--- config.mk ---
export PLATFORM = sky130hd
export DESIGN_NAME = cpuclk_pm
export DESIGN_NICKNAME = d
export VERILOG_FILES = /design/src/rtl/cpuclk_pkg.sv /design/src/rtl/cpuclk_sync.sv /design/src/rtl/cpuclk_ctrl.sv /design/src/rtl/cpuclk_dp.sv /design/src/rtl/cpuclk_pm.sv
export SDC_FILE = /design/constraint.sdc
export NUM_CORES = 1
export LEC_CHECK = 0
export BUFFER_PORTS_ARGS = -buffer_cell sky130_fd_sc_hd__buf_2
export CORE_MARGIN = 2
export CORE_UTILIZATION = 50
export DETAILED_ROUTE_END_ITERATION = 16
export GPL_ROUTABILITY_DRIVEN = 0
export PLACE_DENSITY = 0.7
export SLEW_MARGIN = 5
export SYNTH_ARGS = -nofsm -noshare
export SYNTH_HDL_FRONTEND = slang
export SYNTH_SLANG_ARGS = --single-unit
--- constraint.sdc ---
create_clock -name mclk -period 2.9 [get_ports mclk]
set_clock_uncertainty 0.2 [all_clocks]
set_input_delay 0 -clock mclk [delete_from_list [all_inputs] [get_ports mclk]]
set_output_delay 0 -clock mclk [all_outputs]
set_load 0.1 [all_outputs]
--- src/rtl/cpuclk_pkg.sv ---
package cpuclk_pkg;

  // Power-mode request codes
  localparam logic [1:0] REQ_RUN   = 2'b00;
  localparam logic [1:0] REQ_SLEEP = 2'b01;
  localparam logic [1:0] REQ_DEEP  = 2'b10;
  localparam logic [1:0] REQ_HALT  = 2'b11;

  // Source-selection state of the control FSM
  typedef enum logic [2:0] {
    PS_DIV  = 3'd0,  // divided master clock drives the output
    PS_SCK  = 3'd1,  // synchronised standby clock drives the output
    PS_OFF  = 3'd2,  // output frozen low
    PS_GAP1 = 3'd3,  // first idle cycle of the handoff
    PS_GAP2 = 3'd4   // second idle cycle, new source chosen here
  } pwrState_t;

  // Strobes from control to datapath
  typedef struct packed {
    logic enDiv;
    logic enSck;
    logic clrCnt;
    logic loadNmi;
  } clkStrobe_t;

  // Status from datapath to control
  typedef struct packed {
    logic divHighNext;
    logic slowLevel;
    logic senseFall;
  } clkStatus_t;

  function automatic pwrState_t reqTarget(input logic [1:0] req);
    case (req)
      REQ_RUN:  return PS_DIV;
      REQ_DEEP: return PS_SCK;
      default:  return PS_OFF;
    endcase
  endfunction

endpackage

--- src/rtl/cpuclk_sync.sv ---
module cpuclk_sync #(
  parameter int   STAGES    = 2,
  parameter logic RESET_VAL = 1'b0
) (
  input  logic clk,
  input  logic rst,
  input  logic din,
  output logic dout
);

  logic [STAGES-1:0] chain;

  for (genvar g = 0; g < STAGES; g++) begin : gStage
    if (g == 0) begin : gFirst
      always_ff @(posedge clk) begin
        if (rst) chain[0] <= RESET_VAL;
        else     chain[0] <= din;
      end
    end else begin : gRest
      always_ff @(posedge clk) begin
        if (rst) chain[g] <= RESET_VAL;
        else     chain[g] <= chain[g-1];
      end
    end
  end

  assign dout = chain[STAGES-1];

endmodule

--- src/rtl/cpuclk_ctrl.sv ---
module cpuclk_ctrl
  import cpuclk_pkg::*;
(
  input  logic       clk,
  input  logic       rst,
  input  logic [1:0] modeReq,
  input  clkStatus_t stat,
  output clkStrobe_t stb
);

  logic [1:0] modeQ;
  pwrState_t  state, stateNext, target;

  always_ff @(posedge clk) begin
    if (rst) modeQ <= REQ_RUN;
    else     modeQ <= modeReq;
  end

  assign target = reqTarget(modeQ);

  always_comb begin
    stateNext = state;
    case (state)
      PS_DIV:  if (target != PS_DIV && !stat.divHighNext) stateNext = PS_GAP1;
      PS_SCK:  if (target != PS_SCK && !stat.slowLevel)   stateNext = PS_GAP1;
      PS_OFF:  if (target != PS_OFF)                      stateNext = PS_GAP1;
      PS_GAP1: stateNext = PS_GAP2;
      PS_GAP2: begin
        case (target)
          PS_DIV:  stateNext = PS_DIV;
          PS_SCK:  if (!stat.slowLevel) stateNext = PS_SCK;
          default: stateNext = PS_OFF;
        endcase
      end
      default: stateNext = PS_DIV;
    endcase
  end

  always_ff @(posedge clk) begin
    if (rst) state <= PS_DIV;
    else     state <= stateNext;
  end

  always_comb begin
    stb.enDiv   = (state == PS_DIV);
    stb.enSck   = (state == PS_SCK);
    stb.clrCnt  = (state == PS_GAP2) && (target == PS_DIV);
    stb.loadNmi = stat.senseFall;
  end

  // a source is switched on only after two cycles with both sources off
  a_r5_idle_gap: assert property (@(posedge clk) disable iff (rst)
    ($rose(stb.enDiv) || $rose(stb.enSck)) |->
      (!$past(stb.enDiv) && !$past(stb.enSck) &&
       !$past(stb.enDiv, 2) && !$past(stb.enSck, 2)))
    else $error("a_r5_idle_gap");

  // sources are never on together
  a_r5_exclusive: assert property (@(posedge clk) disable iff (rst)
    $past(stb.enDiv) |-> !stb.enSck)
    else $error("a_r5_exclusive");

endmodule

--- src/rtl/cpuclk_dp.sv ---
module cpuclk_dp
  import cpuclk_pkg::*;
#(
  parameter int DIV_RATIO   = 3,
  parameter int SYNC_STAGES = 2,
  parameter int NMI_CYCLES  = 12
) (
  input  logic       clk,
  input  logic       rst,
  input  logic       slowClk,
  input  logic       cardSenseN,
  input  clkStrobe_t stb,
  output clkStatus_t stat,
  output logic       cpuClk,
  output logic       nmiN
);

  localparam int              CNT_W    = $clog2(DIV_RATIO);
  localparam logic [CNT_W-1:0] CNT_TOP = CNT_W'(DIV_RATIO - 1);
  localparam int              NMI_W    = $clog2(NMI_CYCLES + 1);
  localparam logic [NMI_W-1:0] NMI_LOAD = NMI_W'(NMI_CYCLES - 1);

  logic [CNT_W-1:0] divCnt;
  logic             slowSync, senseSync, sensePrev;
  logic             cpuClkQ, nmiNQ;
  logic [NMI_W-1:0] nmiCnt;

  // Divider
  always_ff @(posedge clk) begin
    if (rst || stb.clrCnt)    divCnt <= '0;
    else if (divCnt == CNT_TOP) divCnt <= '0;
    else                      divCnt <= divCnt + 1'b1;
  end

  // Synchronisers
  cpuclk_sync #(.STAGES(SYNC_STAGES), .RESET_VAL(1'b0)) slowSyncU (
    .clk(clk), .rst(rst), .din(slowClk), .dout(slowSync));

  cpuclk_sync #(.STAGES(SYNC_STAGES), .RESET_VAL(1'b1)) senseSyncU (
    .clk(clk), .rst(rst), .din(cardSenseN), .dout(senseSync));

  always_ff @(posedge clk) begin
    if (rst) sensePrev <= 1'b1;
    else     sensePrev <= senseSync;
  end

  // Output clock register: the only driver of cpuClk
  always_ff @(posedge clk) begin
    if (rst) cpuClkQ <= 1'b0;
    else     cpuClkQ <= (stb.enDiv && divCnt == CNT_TOP) || (stb.enSck && slowSync);
  end

  // NMI pulse stretcher
  always_ff @(posedge clk) begin
    if (rst) begin
      nmiCnt <= '0;
      nmiNQ  <= 1'b1;
    end else if (stb.loadNmi) begin
      nmiCnt <= NMI_LOAD;
      nmiNQ  <= 1'b0;
    end else if (nmiCnt != '0) begin
      nmiCnt <= nmiCnt - 1'b1;
      nmiNQ  <= 1'b0;
    end else begin
      nmiNQ  <= 1'b1;
    end
  end

  always_comb begin
    stat.divHighNext = (divCnt == CNT_TOP);
    stat.slowLevel   = slowSync;
    stat.senseFall   = sensePrev && !senseSync;
  end

  assign cpuClk = cpuClkQ;
  assign nmiN   = nmiNQ;

  // a divided high phase lasts a single master cycle
  a_r1_single_high: assert property (@(posedge clk) disable iff (rst)
    (cpuClkQ && stb.enDiv) |=> !cpuClkQ)
    else $error("a_r1_single_high");

  // with both sources off a low output stays low
  a_r2_hold_low: assert property (@(posedge clk) disable iff (rst)
    (!stb.enDiv && !stb.enSck && !cpuClkQ) |=> !cpuClkQ)
    else $error("a_r2_hold_low");

  // standby source enabled only at a low level
  a_r5_slow_start: assert property (@(posedge clk) disable iff (rst)
    $rose(stb.enSck) |-> (!cpuClkQ && !$past(slowSync)))
    else $error("a_r5_slow_start");

  // divider restarts from zero with the output low
  a_r5_div_start: assert property (@(posedge clk) disable iff (rst)
    $rose(stb.enDiv) |-> (divCnt == '0 && !cpuClkQ))
    else $error("a_r5_div_start");

  // the interrupt falls only after a detected sense edge
  a_r8_nmi_cause: assert property (@(posedge clk) disable iff (rst)
    $fell(nmiNQ) |-> $past(stb.loadNmi))
    else $error("a_r8_nmi_cause");

endmodule

--- src/rtl/cpuclk_pm.sv ---
module cpuclk_pm
  import cpuclk_pkg::*;
#(
  parameter int DIV_RATIO   = 3,
  parameter int SYNC_STAGES = 2,
  parameter int NMI_CYCLES  = 12
) (
  input  logic       mclk,
  input  logic       rst,
  input  logic       slowClk,
  input  logic [1:0] modeReq,
  input  logic       cardSenseN,
  output logic       cpuClk,
  output logic       nmiN
);

  clkStrobe_t stb;
  clkStatus_t stat;

  cpuclk_ctrl ctrlU (
    .clk(mclk), .rst(rst), .modeReq(modeReq), .stat(stat), .stb(stb));

  cpuclk_dp #(
    .DIV_RATIO(DIV_RATIO), .SYNC_STAGES(SYNC_STAGES), .NMI_CYCLES(NMI_CYCLES)
  ) dpU (
    .clk(mclk), .rst(rst), .slowClk(slowClk), .cardSenseN(cardSenseN),
    .stb(stb), .stat(stat), .cpuClk(cpuClk), .nmiN(nmiN));

endmodule

==> results of run 1 <==
[worst paths after layout]
path                            slack (ns)  cells after the start     startpoint                       to
worst max register to register        1.42                      5  dpU.divCnt[0]           ctrlU.state[1]
worst min register to register        0.22                      1  dpU.divCnt[0]            dpU.divCnt[0]
worst max-delay path                  1.25                      4            rst  dpU.senseSyncU.chain[0]
worst min-delay path                  0.22                      1  dpU.divCnt[0]            dpU.divCnt[0]
[power by group through the flow]
stage | sequential (W) | combinational [W] | clock, W
final | 0.000307 | 0.000128 | 0.000149
after global routing | 0.000312 | 0.000142 | 0.000163
after CTS | 0.000306 | 0.000127 | 0.000154
after detailed placement | 0.000311 | 0.000115 | 0
after global placement | 0.000311 | 0.000114 | 0
after floorplan | 0.000325 | 0.0000778 | 0
[what timing repair did]
item | in CTS | in global routing
hold buffers | 9 | 0
hold endpoints to repair | 16 | 0
gates resized for setup | 0 | 0
endpoints found under the setup margin | 0 | 0
[cells in the final DEF, fill, tap and decap left out, types with 3 or more instances in the layout]
cell | synthesis | routed
nor2_1 | 6 | 6
buf_2 | 0 | 7
dfxtp_1 | 18 | 18
nor3_1 | 3 | 3
nand2b_1 | 3 | 3
a21oi_1 | 4 | 4
nand2_1 | 3 | 3
clkbuf_4 | 0 | 3
dlygate4sd3_1 | 0 | 9
nor2b_1 | 6 | 6
or2_2 | 3 | 3
[flip-flops by register name, summed over array words and instances (netlist names)]
register and cells:
ctrlU.modeQ 2, ctrlU.state 3, dpU.cpuClk 1, dpU.divCnt 2, dpU.nmiCnt 4, dpU.nmiN 1, dpU.sensePrev 1, dpU.senseSyncU.chain 1
dpU.senseSyncU.dout 1, dpU.slowSyncU.chain 1, dpU.slowSyncU.dout 1
[layer usage]
layer  vias up  part of all wire  global-route usage
li1        285                 -                   -
met1       243              0.51               0.252
met2        14              0.42               0.258
met3         4             0.047              0.0380
met4         0             0.021              0.0968
met5         -                 0                   0
[final cells by class]
type | instances | area (sq um)
well taps | 15 | 18.8
flip-flops and latches | 18 | 360
repair buffers | 16 | 125
multi-input cells | 48 | 319
fillers | 123 | 430
clock buffers | 4 | 36.3
inverters | 3 | 11.3
[kinds of logic after synthesis]
kind of cell,synth area share
AND/OR/NAND/NOR,0.218
AO/OA/AOI/OAI,0.209
flip-flops,0.519
buffers and inverters,0.0216
multiplexers,0.0144
adder cells (fa/ha/maj),0.0180
[stage by stage]
| stage | std cells | cell area [sq um] | worst slack, ns |
|---|---|---|---|
| 3_3_place_gp | 91 | 744 | 1.49 |
| 5_1_grt | 104 | 871 | 1.20 |
| 6_report | 104 | 871 | 1.25 |
| 2_1_floorplan | 70 | 694 | 1.54 |
| 3_5_place_dp | 91 | 744 | 1.47 |
| 4_1_cts | 104 | 871 | 1.28 |
==> results.sh, run 1 <==
export IMPL_outcome="finished, final reports clean"
export IMPL_syn_area_sq_um=694
export IMPL_nNetsFinal=97
export IMPL_path_buf_inv=3
export IMPL_gr_usage_all_layers=0.181
export IMPL_postCtsSetupBuffers=0
export IMPL_pwr_share_comb=0.220
export IMPL_cpPeakStageDelay_ns=0.55
export IMPL_cp_end_kind="flip-flop"
export IMPL_firstDrtPassIters=4
export IMPL_startpoint_type="input pin"
export IMPL_cts_tree="done"
export IMPL_root_buffer="clkbuf_4"
export IMPL_antenna_cells=0
export IMPL_synth_area_leader_cell="dfxtp_1"
export IMPL_die_height_um=41.3
export IMPL_ctsHtreeMaxLevel=1
export IMPL_ir_drop_mv=0.403
export IMPL_ys_types=30
export IMPL_slowest_stage="dlygate4sd3_1"
export IMPL_arrival_ns=1.63
export IMPL_grt_max_degree=18
export IMPL_cpMostUsedCell="dlygate4sd3_1"
export IMPL_power_w=0.000584
export IMPL_async_flop_share=0
export IMPL_p_leak_nw=0.348
export IMPL_via_per_inst=5.25
export IMPL_switchingPower_w=0.000172
export IMPL_fp_dieArea_sq_um=1700
export IMPL_drv_cap=0
export IMPL_p_int_w=0.000412
export IMPL_area_delta_synth_final_pct=25.4
export IMPL_pin_count=8
export IMPL_syn_area_per_cell_sq_um=9.92
export IMPL_fin_setup_tns_ns=0
export IMPL_powerDensity_nw_per_um2=671
export IMPL_final_core_util=0.669
export IMPL_wl_per_cell_um=11.7
export IMPL_cts_max_path_buffers=2
export IMPL_synth_warnings=0
export IMPL_synthTopCellsByArea="dfxtp_1 (52%), nor2b_1 (5.4%), a2111oi_4 (4.0%)"
export IMPL_antenna_found_initial=0
export IMPL_ys_seq_area_frac=0.519
export IMPL_cp_required_ns=2.88
export IMPL_synth_cells=70
export IMPL_drt_wl_total_um=1210
export IMPL_syn_num_nets=77
export IMPL_worst_pin_slew_ns=0.485
export IMPL_fmax_mhz=607
export IMPL_setup_violations=0
export IMPL_clk_latency_ns=0.28
export IMPL_rows=13
export IMPL_grt_overflow_total=0
export IMPL_synth_edff_count=0
export IMPL_drtIter0Drc=9
export IMPL_synth_top_cell_area_share=0.519
export IMPL_critPathTopFamily="buffers and inverters"
export IMPL_seqPwrFrac=0.525
export IMPL_drc=0
export IMPL_core_area_sq_um=1300
export IMPL_grt_pass1_vias=465
export IMPL_path_class="in -> reg"
export IMPL_critPathMaxFanout=17
export IMPL_fin_crit_sh=0.568
export IMPL_io_buffers=7
export IMPL_clockPowerShare=0.255
export IMPL_via_count=546
export IMPL_path_cells="dlygate4sd3_1 > buf_2 > or2_2 > dlygate4sd3_1"
export IMPL_synth_seq_cells=18
export IMPL_min_path_type="reg -> reg"
export IMPL_slew_headroom=0.679
export IMPL_synthMostInstantiatedCell="dfxtp_1"
export IMPL_ant_nets=0
export IMPL_hold_viol=0
export IMPL_grt_pass1_wl_um=1970
export IMPL_die_w_um=41.3
export IMPL_min_period_ns=1.65
export IMPL_numCtsBuffers=3
export IMPL_yosys_top_cells_count="dfxtp_1 (18), nor2_1 (6), nor2b_1 (6), a21oi_1 (4)"
export IMPL_netSwitchingFraction=0.295
export IMPL_hpwl_um=714
export IMPL_cts_clk_slew_worst_paths_ns=0.10
export IMPL_rsz0062_at_grt="false"
export IMPL_timing_hold_ws_ns=0.217
export IMPL_numClockSinks=18
export IMPL_start_util=0.534
export IMPL_drive_above_1_share=0.202
export IMPL_report_final_slew_viol_count=0
export IMPL_synth_top_flop_cell="dfxtp_1"
No activity file was read; power rests on OpenSTA's default activity.
==> run 2: changes to the inputs <==
--- a/config.mk
+++ b/config.mk
@@ -5,9 +5,10 @@
 export SDC_FILE = /design/constraint.sdc
 export NUM_CORES = 1
 export LEC_CHECK = 0
+export ABC_AREA = 1
 export BUFFER_PORTS_ARGS = -buffer_cell sky130_fd_sc_hd__buf_2
 export CORE_MARGIN = 2
-export CORE_UTILIZATION = 50
+export CORE_UTILIZATION = 48
 export DETAILED_ROUTE_END_ITERATION = 16
 export GPL_ROUTABILITY_DRIVEN = 0
 export PLACE_DENSITY = 0.7
==> constraint.sdc (replaced) <==
create_clock -name mclk -period 1.4 [get_ports mclk]
set_clock_uncertainty 0.2 [all_clocks]
set_input_delay 0 -clock mclk [delete_from_list [all_inputs] [get_ports mclk]]
set_output_delay 0 -clock mclk [all_outputs]
set_load 0.1 [all_outputs]
==> results.sh, run 2 <==
export IMPL_outcome="finished, final reports clean"
export IMPL_cts_clk_slew_worst_paths_ns=0.10
export IMPL_pin_count=8
export IMPL_hpwl_um=807
export IMPL_drv_cap=0
export IMPL_cp_end_kind="flip-flop"
export IMPL_gr_usage_all_layers=0.148
export IMPL_drtIter0Drc=10
export IMPL_reg_top3="dpU.nmiCnt: 4 flops, ctrlU.state: 3 flops"
export IMPL_drive_above_1_share=0.218
export IMPL_nNetsFinal=118
export IMPL_setup_violations=0
export IMPL_rsz0062_at_grt="false"
export IMPL_met1Wirelength_um=580
export IMPL_critPathMaxFanout=12
export IMPL_path_class="in -> reg"
export IMPL_cts_max_path_buffers=2
export IMPL_async_flop_share=0
export IMPL_grt_pass1_vias=514
export IMPL_ctsHtreeMaxLevel=1
export IMPL_report_final_slew_viol_count=0
export IMPL_cts_tree="done"
export IMPL_synthTopCellsByArea="dfxtp_1 (52%), inv_1 (9.1%), nand2_1 (8.6%)"
export IMPL_synth_cells=92
export IMPL_firstDrtPassIters=4
export IMPL_fin_setup_tns_ns=0
export IMPL_min_period_ns=1.35
export IMPL_startpoint_type="input pin"
export IMPL_start_util=0.523
export IMPL_synth_seq_cells=18
export IMPL_layout_common_cells="inv_1 (16), nand2_1 (16), dfxtp_1 (16), nor2_1 (13), dlygate4sd3_1 (8)"
export IMPL_largest_reg_flops=4
export IMPL_ys_seq_area_frac=0.516
export IMPL_antenna_found_initial=0
export IMPL_dr_wl_met2_um=559
export IMPL_drc=0
export IMPL_drt_wl_total_um=1200
export IMPL_finish_instance_area_sq_um=875
export IMPL_worst_pin_slew_ns=0.482
export IMPL_wl_met3_um=51
export IMPL_synthMostInstantiatedCell="dfxtp_1"
export IMPL_via_count=604
export IMPL_root_buffer="clkbuf_4"
export IMPL_via_per_inst=4.83
export IMPL_cp_required_ns=1.39
export IMPL_syn_area_sq_um=698
export IMPL_top_layer_used="met4"
export IMPL_finalNonFillerCells=125
export IMPL_die_height_um=42.1
export IMPL_grt_pass1_wl_um=1990
export IMPL_fin_crit_sh=0.962
export IMPL_slew_headroom=0.681
export IMPL_io_buffers=7
export IMPL_grt_overflow_total=0
export IMPL_numClockSinks=18
export IMPL_ant_nets=0
export IMPL_fp_dieArea_sq_um=1780
export IMPL_place_inst=113
export IMPL_numCtsBuffers=3
export IMPL_synth_top_cell_area_share=0.516
export IMPL_postCtsSetupBuffers=0
export IMPL_die_w_um=42.1
export IMPL_fmax_mhz=742
export IMPL_ys_types=19
export IMPL_p_leak_nw=0.438
export IMPL_grt_max_degree=13
export IMPL_arrival_ns=1.33
export IMPL_ir_drop_mv=0.765
export IMPL_area_delta_synth_final_pct=25.3
export IMPL_synth_area_leader_cell="dfxtp_1"
export IMPL_powerDensity_nw_per_um2=1410
export IMPL_wl_per_cell_um=9.62
export IMPL_placed_area_sq_um=748
export IMPL_clk_latency_ns=0.29
export IMPL_rows=13
export IMPL_hold_viol=0
export IMPL_top_register="dpU.nmiCnt"
export IMPL_antenna_cells=0
export IMPL_syn_num_nets=99
export IMPL_synth_edff_count=0
export IMPL_synth_warnings=0
export IMPL_min_path_type="reg -> reg"
export IMPL_core_area_sq_um=1330
export IMPL_syn_area_per_cell_sq_um=7.59
export IMPL_yosys_top_cells_count="dfxtp_1 (18), inv_1 (17), nand2_1 (16), nor2_1 (14), a21oi_1 (5)"
export IMPL_synth_top_flop_cell="dfxtp_1"
export IMPL_power_w=0.00123
==> run 2: cell types whose count changed in the layout (fill, tap and decap cells not counted), moves of 3 or more <==
cell | previous run | this run
inv_1 | 2 | 16
nand2_1 | 3 | 16
nand2b_1 | 3 | 0
nand3_1 | 0 | 3
nor2_1 | 6 | 13
nor2b_1 | 6 | 0
==> run 2: cells by family after synthesis <==
family	count (synthesis)	share of synthesized area
AO/OA/AOI/OAI	11	0.0950
adder cells (fa/ha/maj)	1	0.0179
buffers and inverters	19	0.102
flip-flops	18	0.516
AND/OR/NAND/NOR	43	0.269
==> run 2: what timing repair did <==
item / in CTS / in global routing
hold buffers: 8 / 0
pin swaps: 0 / 3
resized for setup: 1 / 6
hold endpoints to repair: 12 / 0
endpoints found under the setup margin: 1 / 5
==> run 2: per-stage QoR <==
stage | hold WS (ns) | util | setup WS (ns)
finish | 0.197 | 0.656 | 0.0527
global route | 0.225 | 0.656 | 0.00154
CTS | 0.202 | 0.649 | 0.00404
detailed placement | -0.0116 | 0.561 | 0.0166
global placement | -0.0130 | 0.561 | 0.0727
floorplan | -0.0962 | - | 0.102
==> run 2: power breakdown <==
group          switching [W]  internal, W  leakage, nW
clock               0.000153     0.000158       0.0210
combinational       0.000189     0.000114        0.268
sequential         0.0000466     0.000573        0.149
==> run 2: path summary, 6_finish.rpt <==
kind	start	end	slack [ns]	cells after the start
worst max-delay path	rst	ctrlU.modeQ[0]	0.05	4
worst min-delay path	dpU.divCnt[0]	dpU.divCnt[0]	0.20	1
worst max register to register	dpU.divCnt[0]	ctrlU.state[1]	0.10	9
worst min register to register	dpU.divCnt[0]	dpU.divCnt[0]	0.20	1
==> run 2: cell type report <==
type	instances	area, sq um
fillers	115	459
flip-flops and latches	18	363
multi-input cells	55	272
repair buffers	15	118
inverters	18	67.6
clock buffers	4	36.3
well taps	15	18.8
==> run 2: per-layer routing <==
metal / vias to the layer above / track usage
met3: 2 / 0.0431
met2: 15 / 0.228
met4: 0 / 0.0750
met5: - / 0
li1: 322 / -
met1: 265 / 0.186
==> run 2: critical path, stage by stage <==
cell	delay (ns)
dlygate4sd3_1	0.52
clkbuf_4	0.20
nor2_1	0.06
dlygate4sd3_1	0.55
